===== config.mk =====
export PLATFORM = sky130hd
export DESIGN_NAME = rs_syndrome_calc
export DESIGN_NICKNAME = d
export VERILOG_FILES = /design/src/rtl/rs_syn_pkg.sv /design/src/rtl/rs_gf_cmul.sv /design/src/rtl/rs_syn_lane.sv /design/src/rtl/rs_syndrome_calc.sv
export SDC_FILE = /design/constraint.sdc
export NUM_CORES = 1
export LEC_CHECK = 0
export BUFFER_PORTS_ARGS = -buffer_cell sky130_fd_sc_hd__buf_2
export CORE_ASPECT_RATIO = 0.6
export CORE_MARGIN = 8
export CORE_UTILIZATION = 50
export CTS_BUF_LIST = sky130_fd_sc_hd__clkbuf_2
export CTS_CLUSTER_DIAMETER = 200
export DETAILED_ROUTE_END_ITERATION = 12
export PLACE_DENSITY = 0.69
export SKIP_CTS_REPAIR_TIMING = 1
export SYNTH_ARGS = -nofsm -noshare
export SYNTH_HDL_FRONTEND = slang
export SYNTH_SLANG_ARGS = --single-unit

===== constraint.sdc =====
create_clock -name clk -period 3.2 [get_ports clk]
set_input_delay 0.16 -clock clk [delete_from_list [all_inputs] [get_ports clk]]
set_output_delay 0.16 -clock clk [all_outputs]
set_load 0.02 [all_outputs]

===== src/rtl/rs_syn_pkg.sv =====
package rs_syn_pkg;
  localparam int GF_MAXW = 12;
  typedef logic [GF_MAXW:0] gf_word_t;

  // multiply by x, reduce by the field polynomial
  function automatic gf_word_t gf_xtime(gf_word_t a, int w, int poly);
    gf_word_t t;
    t = a << 1;
    if (t[w]) t = t ^ gf_word_t'(poly);
    return t;
  endfunction

  // shift-and-add product, b scanned from its top bit
  function automatic gf_word_t gf_mul(gf_word_t a, gf_word_t b, int w, int poly);
    gf_word_t r;
    r = '0;
    for (int i = GF_MAXW - 1; i >= 0; i--) begin
      r = gf_xtime(r, w, poly);
      if (b[i]) r = r ^ a;
    end
    return r;
  endfunction

  // alpha^e by square and multiply
  function automatic gf_word_t gf_alpha_pow(int e, int w, int poly);
    gf_word_t r;
    r = gf_word_t'(1);
    for (int i = GF_MAXW; i >= 0; i--) begin
      r = gf_mul(r, r, w, poly);
      if (e[i]) r = gf_mul(r, gf_word_t'(2), w, poly);
    end
    return r;
  endfunction

  // root of syndrome lane j
  function automatic int gf_lane_root(int j, int w, int poly, int gstart, int rspace);
    int ord;
    int e;
    ord = (1 << w) - 1;
    e   = ((rspace % ord) * ((gstart + j) % ord)) % ord;
    return int'(gf_alpha_pow(e, w, poly));
  endfunction
endpackage


===== src/rtl/rs_gf_cmul.sv =====
module rs_gf_cmul #(
  parameter int SYM_W      = 8,
  parameter int FIELD_POLY = 285,
  parameter int CONST      = 1
) (
  input  logic [SYM_W-1:0] a,
  output logic [SYM_W-1:0] y
);
  import rs_syn_pkg::*;

  always_comb begin
    y = SYM_W'(gf_mul(gf_word_t'(a), gf_word_t'(CONST), SYM_W, FIELD_POLY));
  end
endmodule


===== src/rtl/rs_syn_lane.sv =====
module rs_syn_lane #(
  parameter int SYM_W      = 8,
  parameter int FIELD_POLY = 285,
  parameter int ROOT       = 1
) (
  input  logic             clk,
  input  logic             rst_n,
  input  logic             take,
  input  logic             restart,
  input  logic [SYM_W-1:0] sym,
  output logic [SYM_W-1:0] acc_nxt
);
  logic [SYM_W-1:0] acc;
  logic [SYM_W-1:0] base;
  logic [SYM_W-1:0] prod;

  always_comb base = restart ? '0 : acc;

  rs_gf_cmul #(
    .SYM_W(SYM_W), .FIELD_POLY(FIELD_POLY), .CONST(ROOT)
  ) u_cmul (
    .a(base), .y(prod)
  );

  always_comb acc_nxt = prod ^ sym;

  always_ff @(posedge clk or negedge rst_n) begin
    if (!rst_n)    acc <= '0;
    else if (take) acc <= acc_nxt;
  end
endmodule


===== src/rtl/rs_syndrome_calc.sv =====
module rs_syndrome_calc #(
  parameter int SYM_W      = 8,
  parameter int FIELD_POLY = 285,
  parameter int NCHECK     = 16,
  parameter int GSTART     = 0,
  parameter int ROOTSPACE  = 1
) (
  input  logic                    clk,
  input  logic                    rst_n,
  input  logic                    in_valid,
  output logic                    in_ready,
  input  logic [SYM_W-1:0]        in_data,
  input  logic                    in_first,
  input  logic                    in_last,
  output logic                    synd_valid,
  output logic [NCHECK*SYM_W-1:0] synd_vec,
  output logic                    synd_nonzero
);
  localparam int VEC_W = NCHECK * SYM_W;

  logic             take;
  logic [VEC_W-1:0] nxt_vec;

  assign in_ready = 1'b1;
  assign take     = in_valid & in_ready;

  for (genvar j = 0; j < NCHECK; j++) begin : g_lane
    localparam int ROOT_J =
      rs_syn_pkg::gf_lane_root(j, SYM_W, FIELD_POLY, GSTART, ROOTSPACE);
    rs_syn_lane #(
      .SYM_W(SYM_W), .FIELD_POLY(FIELD_POLY), .ROOT(ROOT_J)
    ) u_lane (
      .clk     (clk),
      .rst_n   (rst_n),
      .take    (take),
      .restart (in_first),
      .sym     (in_data),
      .acc_nxt (nxt_vec[j*SYM_W +: SYM_W])
    );
  end

  always_ff @(posedge clk or negedge rst_n) begin
    if (!rst_n) begin
      synd_valid   <= 1'b0;
      synd_vec     <= '0;
      synd_nonzero <= 1'b0;
    end else begin
      synd_valid <= take & in_last;
      if (take && in_last) begin
        synd_vec     <= nxt_vec;
        synd_nonzero <= |nxt_vec;
      end
    end
  end
endmodule


==> results of run 1 <==
==> metrics by stage <==
stage          setup slack (ns)  power [mW]
3_3_place_gp              0.310        17.0
3_5_place_dp              0.359        17.2
4_1_cts                   0.313        19.5
2_1_floorplan             0.760        13.7
5_1_grt                   0.167        20.9
6_report                  0.318        19.5
==> path summary, 6_finish.rpt <==
| path | startpoint | endpoint | slack (ns) | depth (start not counted) |
|---|---|---|---|---|
| max in group asynchronous | rst_n | synd_vec[58] | 2.42 | 4 |
| min reg2reg | synd_vec[95] | synd_vec[95] | 0.53 | 2 |
| min in group asynchronous | rst_n | synd_vec[93] | 0.34 | 4 |
| max reg2reg | g_lane[5].u_lane.acc[3] | synd_nonzero | 0.32 | 8 |
| max | g_lane[5].u_lane.acc[3] | synd_nonzero | 0.32 | 8 |
| min | in_valid | g_lane[13].u_lane.acc[4] | 0.22 | 3 |
==> critical path, cell delays in order (launching register included) <==
cell and delay [ns]:
dfrtp_1 0.52, xor2_1 0.37, and2_1 0.19, nor3_1 0.05, xnor2_1 0.40, nand4_1 0.23, or4_1 0.54, nor4_1 0.36
a31oi_1 0.13
==> logic make-up after synthesis <==
group | after synthesis
compound gates | 354
xor+xnor | 333
buf+inv | 134
flops | 258
mux | 6
other cells | 1
simple gates | 530
==> final cells by class <==
type / instances / area (sq um)
clock buffer: 88 / 440
sequential: 258 / 6460
antenna: 1 / 2.50
tap: 367 / 459
clock inverter: 24 / 91.3
multi-input combinational: 1224 / 7220
fill: 2558 / 11700
timing repair buffer: 210 / 1380
inverter: 7 / 26.3
==> registers in the layout, indices dropped and copies added, names as in the netlist <==
register and flops:
synd_valid 1, synd_vec 128, g_lane.u_lane.acc 128, synd_nonzero 1
==> cells in the final DEF (no fill, tap or decap), types with 8 or more instances in the layout <==
master	count
o22ai_1	10
a31oi_1	13
nor3_1	21
o21ai_0	21
nand2_1	38
o32ai_1	8
xor2_1	69
dlygate4sd3_1	14
clkbuf_2	88
nor2b_1	26
buf_4	47
nor2_1	380
buf_2	139
a21oi_1	278
nand4_1	20
dfrtp_1	258
xnor2_1	260
clkinv_1	22
==> routing by layer <==
metal / track usage, % / vias up
met1: 37.8 / 5899
li1: - / 5698
met5: 0 / -
met4: 6.68 / 0
met3: 5.44 / 74
met2: 33.3 / 553
==> power groups by stage <==
stage	clock network, mW	registers, mW	logic, mW
global route	2.37	6.19	12.4
detailed placement	0	6.02	11.2
global placement	0	5.97	11.0
finish	2.16	5.99	11.4
floorplan	0	6.44	7.21
CTS	2.22	5.97	11.3
==> impl_metrics.py, run 1 <==
metrics = {
    "synthesis": {
        "avgSynthCellArea_sq_um": 8.79,
        "synth_nets": 1629,
        "synth_top_family_by_area": "XOR/XNOR gates",
        "synthArstFlopShare_pct": 100,
        "synthSimpleGateAreaFrac_pct": 16.0,
        "synth_cell_type_count": 50,
        "synth_area_leaders": "dfrtp_1, xnor2_1, nor2_1",
        "ys.flop_type": "dfrtp_1",
        "syn-cell-area_sq_um": 14200,
        "synth_top_area_share_pct": 45.5,
        "yosysMostFrequentCell": "nor2_1",
        "synth-compound-area-share_pct": 13.5,
        "ys_top_cells_by_count": "nor2_1, a21oi_1, xnor2_1, dfrtp_1, clkbuf_1",
        "synth_edf_count": 0,
        "synth_fa_ha_area_share_pct": 0,
        "synth-seq-area-share_pct": 45.5,
        "synth-seq-cells": 258,
        "syn_inst": 1616,
        "yosysWarnings": 0,
        "synthMuxAreaShare_pct": 0.423,
        "synth_xor_xnor_area_share_pct": 20.9,
        "yosys.area.top_type": "dfrtp_1",
    },
    "die": {
        "fp.dieW_um": 234,
        "dieArea_sq_um": 34200,
        "die_h_um": 147,
        "floorplan.initialDensity_pct": 51.2,
        "io_pins": 144,
        "rows": 47,
        "core_area_sq_um": 27800,
    },
    "timing": {
        "worst_slew_pin_slew_ns": 0.941,
        "fin_skew_ns": 0.0764,
        "holdWs_ns": 0.219,
        "fmax_mhz": 347,
        "relSlewSlack_pct": 37.3,
        "final-hold-violation-count": 0,
        "slew_violations": 0,
        "setup_viol": 0,
        "finalCritPeriodShare_pct": 90.1,
        "fin_crit_ns": 2.88,
        "setup-tns-final_ns": 0,
        "rsz0062_at_grt": "false",
    },
    "power_and_ir_drop": {
        "pwr-share-comb_pct": 58.2,
        "clkPwrFrac_pct": 11.1,
        "p_sw_mw": 9.49,
        "cellInternalPower_mw": 10.0,
        "peakVddDrop_uv": 602,
        "p_sw_share_pct": 48.6,
        "pwr-share-seq_pct": 30.7,
        "power_density_nw_per_um2": 1210,
        "p_leak_nw": 6.49,
    },
    "worst_setup_path": {
        "worst-setup-path-type": "flip-flop to flip-flop",
        "crit_path_end_kind": "flip-flop",
        "cp.arrival_ns": 3.73,
        "startpoint_type": "flip-flop",
        "crit_required_ns": 4.05,
        "critPathMaxFanout": 5,
    },
    "grt": {
        "grt_overflow": 0,
        "grt_usage_pct": 24.4,
        "grt_pass1_wl_um": 66200,
        "grt_max_degree": 185,
        "grt_pass1_vias": 11400,
        "antenna_found_initial": 0,
    },
    "placed_design": {
        "portBuffers": 142,
        "gp_congestion": 0.921,
        "dp.final_hpwl_um": 29500,
        "placed_area_sq_um": 15400,
        "place_inst": 2051,
    },
    "drt": {
        "wl_met3_um": 4090,
        "wirelength_um": 42600,
        "dr.max_layer_used": "met4",
        "drcViolationCount": 0,
        "wl_met1_um": 20100,
        "drt_iter0_drc": 1297,
        "num_vias": 12200,
        "detail-route-antenna-nets": 0,
        "wl_per_cell_um": 19.5,
        "wl_met2_um": 17500,
        "first_pass_iters": 5,
        "vias_per_cell": 5.61,
    },
    "cts": {
        "root_buffer": "clkbuf_2",
        "cts.clk_slew.worst_paths_ns": 0.13,
        "cts_max_level": 2,
        "numCtsBuffers": 60,
        "tritoncts": "yes",
        "clkLatencyLatePin_ns": 0.97,
        "cts_buffer_depth": 3,
        "clock_sinks": 258,
    },
    "layout": {
        "final_cells": 2179,
        "fin_util_pct": 57.9,
        "layout-drive-gt1-share_pct": 16.0,
        "area_growth_pct": 13.2,
        "finish.instance_area_sq_um": 16100,
        "fin_nets": 1774,
    },
    "worst_hold_path": {
        "min_path_type": "input pin to flip-flop",
    },
    "flow_run": {
        "drv_cap": 0,
    },
    "status": {
        "status": "completed",
    },
}
No activity file was read; power rests on OpenSTA's default activity.
==> inputs of run 2 (changes only) <==
--- a/config.mk
+++ b/config.mk
@@ -12,8 +12,8 @@
 export CTS_BUF_LIST = sky130_fd_sc_hd__clkbuf_2
 export CTS_CLUSTER_DIAMETER = 200
 export DETAILED_ROUTE_END_ITERATION = 12
-export PLACE_DENSITY = 0.69
-export SKIP_CTS_REPAIR_TIMING = 1
+export PLACE_DENSITY_LB_ADDON = 0.25
+export RECOVER_POWER = 50
 export SYNTH_ARGS = -nofsm -noshare
 export SYNTH_HDL_FRONTEND = slang
 export SYNTH_SLANG_ARGS = --single-unit
==> run 2 against run 1 <==
The flow now finishes with violations (max-capacitance violations, max-slew violations). Critical path type unchanged. Design area is 0.33% lower. Clock-buffer cell count is 2 lower. Flip-flop and latch count stayed put. Sequential share of layout area is 0.13 points higher. Power is 0.29% lower. Hold slack better by 0.041 ns. Wire length is 1.2% higher. Highest routed layer is now met5. Combinational power hardly changed. First-iteration DRC count is 12% lower.
==> impl_metrics.py, run 2 (synthesis results as in run 1) <==
metrics = {
    "status": {
        "status": "complete, but fails checks",
        "violations": "max-capacitance violations, max-slew violations",
    },
    "worst_setup_path": {
        "r2r_start": "g_lane[5].u_lane.acc[4]",
        "worst-setup-path-type": "flip-flop to flip-flop",
        "r2r_end": "synd_nonzero",
        "crit_required_ns": 4.03,
        "critPathLaunch": "g_lane[5].u_lane.acc[4]",
        "critPathCapture": "synd_nonzero",
        "cp.arrival_ns": 3.68,
        "startpoint_type": "flip-flop",
        "regToRegSetupSlack_ns": 0.34,
        "crit_path_end_kind": "flip-flop",
        "critPathMaxFanout": 9,
        "reg2reg_depth": 8,
    },
    "placed_design": {
        "place_ws_ns": 0.376,
        "placed_area_sq_um": 15400,
        "portBuffers": 142,
        "dp.final_hpwl_um": 30200,
        "place_inst": 2051,
        "gp_congestion": 0.904,
    },
    "grt": {
        "grt_max_degree": 163,
        "antenna_found_initial": 2,
        "grt_pass1_vias": 11800,
        "use_met1_pct": 37.6,
        "met3_usage_pct": 7.33,
        "grt_overflow": 0,
        "grt_usage_pct": 25.0,
        "grt_pass1_wl_um": 67700,
        "met2_usage_pct": 34.7,
        "busiest_layer": "met1",
    },
    "timing": {
        "fin_crit_ns": 2.86,
        "setup_viol": 0,
        "slew_violations": 207,
        "setup-tns-final_ns": 0,
        "relSlewSlack_pct": -62.7,
        "final-hold-violation-count": 0,
        "holdWs_ns": 0.260,
        "fmax_mhz": 350,
        "worst_slew_pin_slew_ns": 2.44,
        "rsz0062_at_grt": "false",
        "finalWorstSetupSlack_ns": 0.342,
        "finalCritPeriodShare_pct": 89.3,
        "fin_skew_ns": 0.0630,
    },
    "cts": {
        "cts.clk_slew.worst_paths_ns": 0.11,
        "clock_sinks": 258,
        "post_cts_buffers": 0,
        "cts_max_level": 2,
        "holdBufCountCts": 17,
        "cts_buffer_depth": 3,
        "ctsResizeCount": 0,
        "tritoncts": "yes",
        "numCtsBuffers": 61,
        "clkLatencyLatePin_ns": 0.95,
        "root_buffer": "clkbuf_2",
    },
    "drt": {
        "detail-route-antenna-nets": 0,
        "wl_per_cell_um": 19.8,
        "wirelength_um": 43100,
        "vias_per_cell": 5.62,
        "num_vias": 12200,
        "drcViolationCount": 0,
        "first_pass_iters": 6,
        "drt_iter0_drc": 1135,
    },
    "power_and_ir_drop": {
        "pwr-share-comb_pct": 58.4,
        "p_sw_share_pct": 48.9,
        "peakVddDrop_uv": 585,
        "pwr-share-seq_pct": 30.8,
        "totalPowerFinal_mw": 19.5,
        "power_density_nw_per_um2": 1210,
        "cellInternalPower_mw": 9.94,
        "p_sw_mw": 9.53,
        "clkPwrFrac_pct": 10.8,
        "p_leak_nw": 6.45,
    },
    "layout": {
        "layout-drive-gt1-share_pct": 15.7,
        "finish.instance_area_sq_um": 16000,
        "fin_util_pct": 57.7,
        "fin_nets": 1777,
        "reg.largest.list": "g_lane.u_lane.acc (128), synd_vec (128)",
        "final_common_cell": "nor2_1",
        "fill_cells": 2554,
        "area_growth_pct": 12.8,
        "final_cells": 2175,
        "layout_common_cells": "nor2_1, a21oi_1, xnor2_1",
    },
    "die": {
        "fp.dieW_um": 234,
        "floorplan.initialDensity_pct": 51.2,
        "core_area_sq_um": 27800,
        "die_h_um": 147,
        "dieArea_sq_um": 34200,
        "rows": 47,
        "io_pins": 144,
    },
    "flow_run": {
        "drv_cap": 2,
    },
    "worst_hold_path": {
        "min_path_type": "input pin to flip-flop",
        "hp-start": "in_data[0]",
    },
}
## run 2: changes by cell type in the layout (fill, tap and decap cells not counted), sizes merged
| cell | delta |
|---|---|
| inv | -1 |
| clkbuf | +3 |
| dlygate4sd3 | +3 |
| buf | -6 |
| clkinv | -3 |
## run 2: critical path, cell delays in order, from the launching register on
cell,delay [ns]
dfrtp_1,0.52
xnor2_1,0.33
xor2_1,0.52
nand2_1,0.15
a21oi_1,0.19
nand4_1,0.10
or4_1,0.56
nor4_1,0.30
a31oi_1,0.12
## run 2: area by class of cell
type / instances / area, sq um / area share, %
Antenna cell: 1 / 2.50 / 0.0156
Clock buffer: 86 / 430 / 2.69
Clock inverter: 20 / 78.8 / 0.492
Inverter: 7 / 26.3 / 0.164
Multi-Input combinational cell: 1224 / 7220 / 45.0
Sequential cell: 258 / 6460 / 40.3
Tap cell: 367 / 459 / 2.86
Timing Repair Buffer: 212 / 1360 / 8.45
## run 2: routing by layer
metal,part of all wire [%],wire length (um)
met5,0.030,13
met4,1.7,735
met3,11,4710
met2,41,17500
met1,47,20100
## run 2: worst min path at each step
stage | depth (start not counted) | to
2_1_floorplan | 0 | g_lane[0].u_lane.acc[0]
3_3_place_gp | 1 | synd_vec[115]
3_5_place_dp | 1 | synd_vec[115]
4_1_cts | 4 | synd_vec[24]
5_1_grt | 4 | synd_vec[9]
6_report | 4 | synd_vec[24]
## run 2: power groups by stage
stage / Combinational [mW] / Clock [mW] / Sequential (mW)
CTS: 11.3 / 2.17 / 5.98
floorplan: 7.21 / 0 / 6.44
global route: 12.3 / 2.32 / 6.19
detailed placement: 11.2 / 0 / 6.03
finish: 11.4 / 2.10 / 5.99
global placement: 11.0 / 0 / 5.96
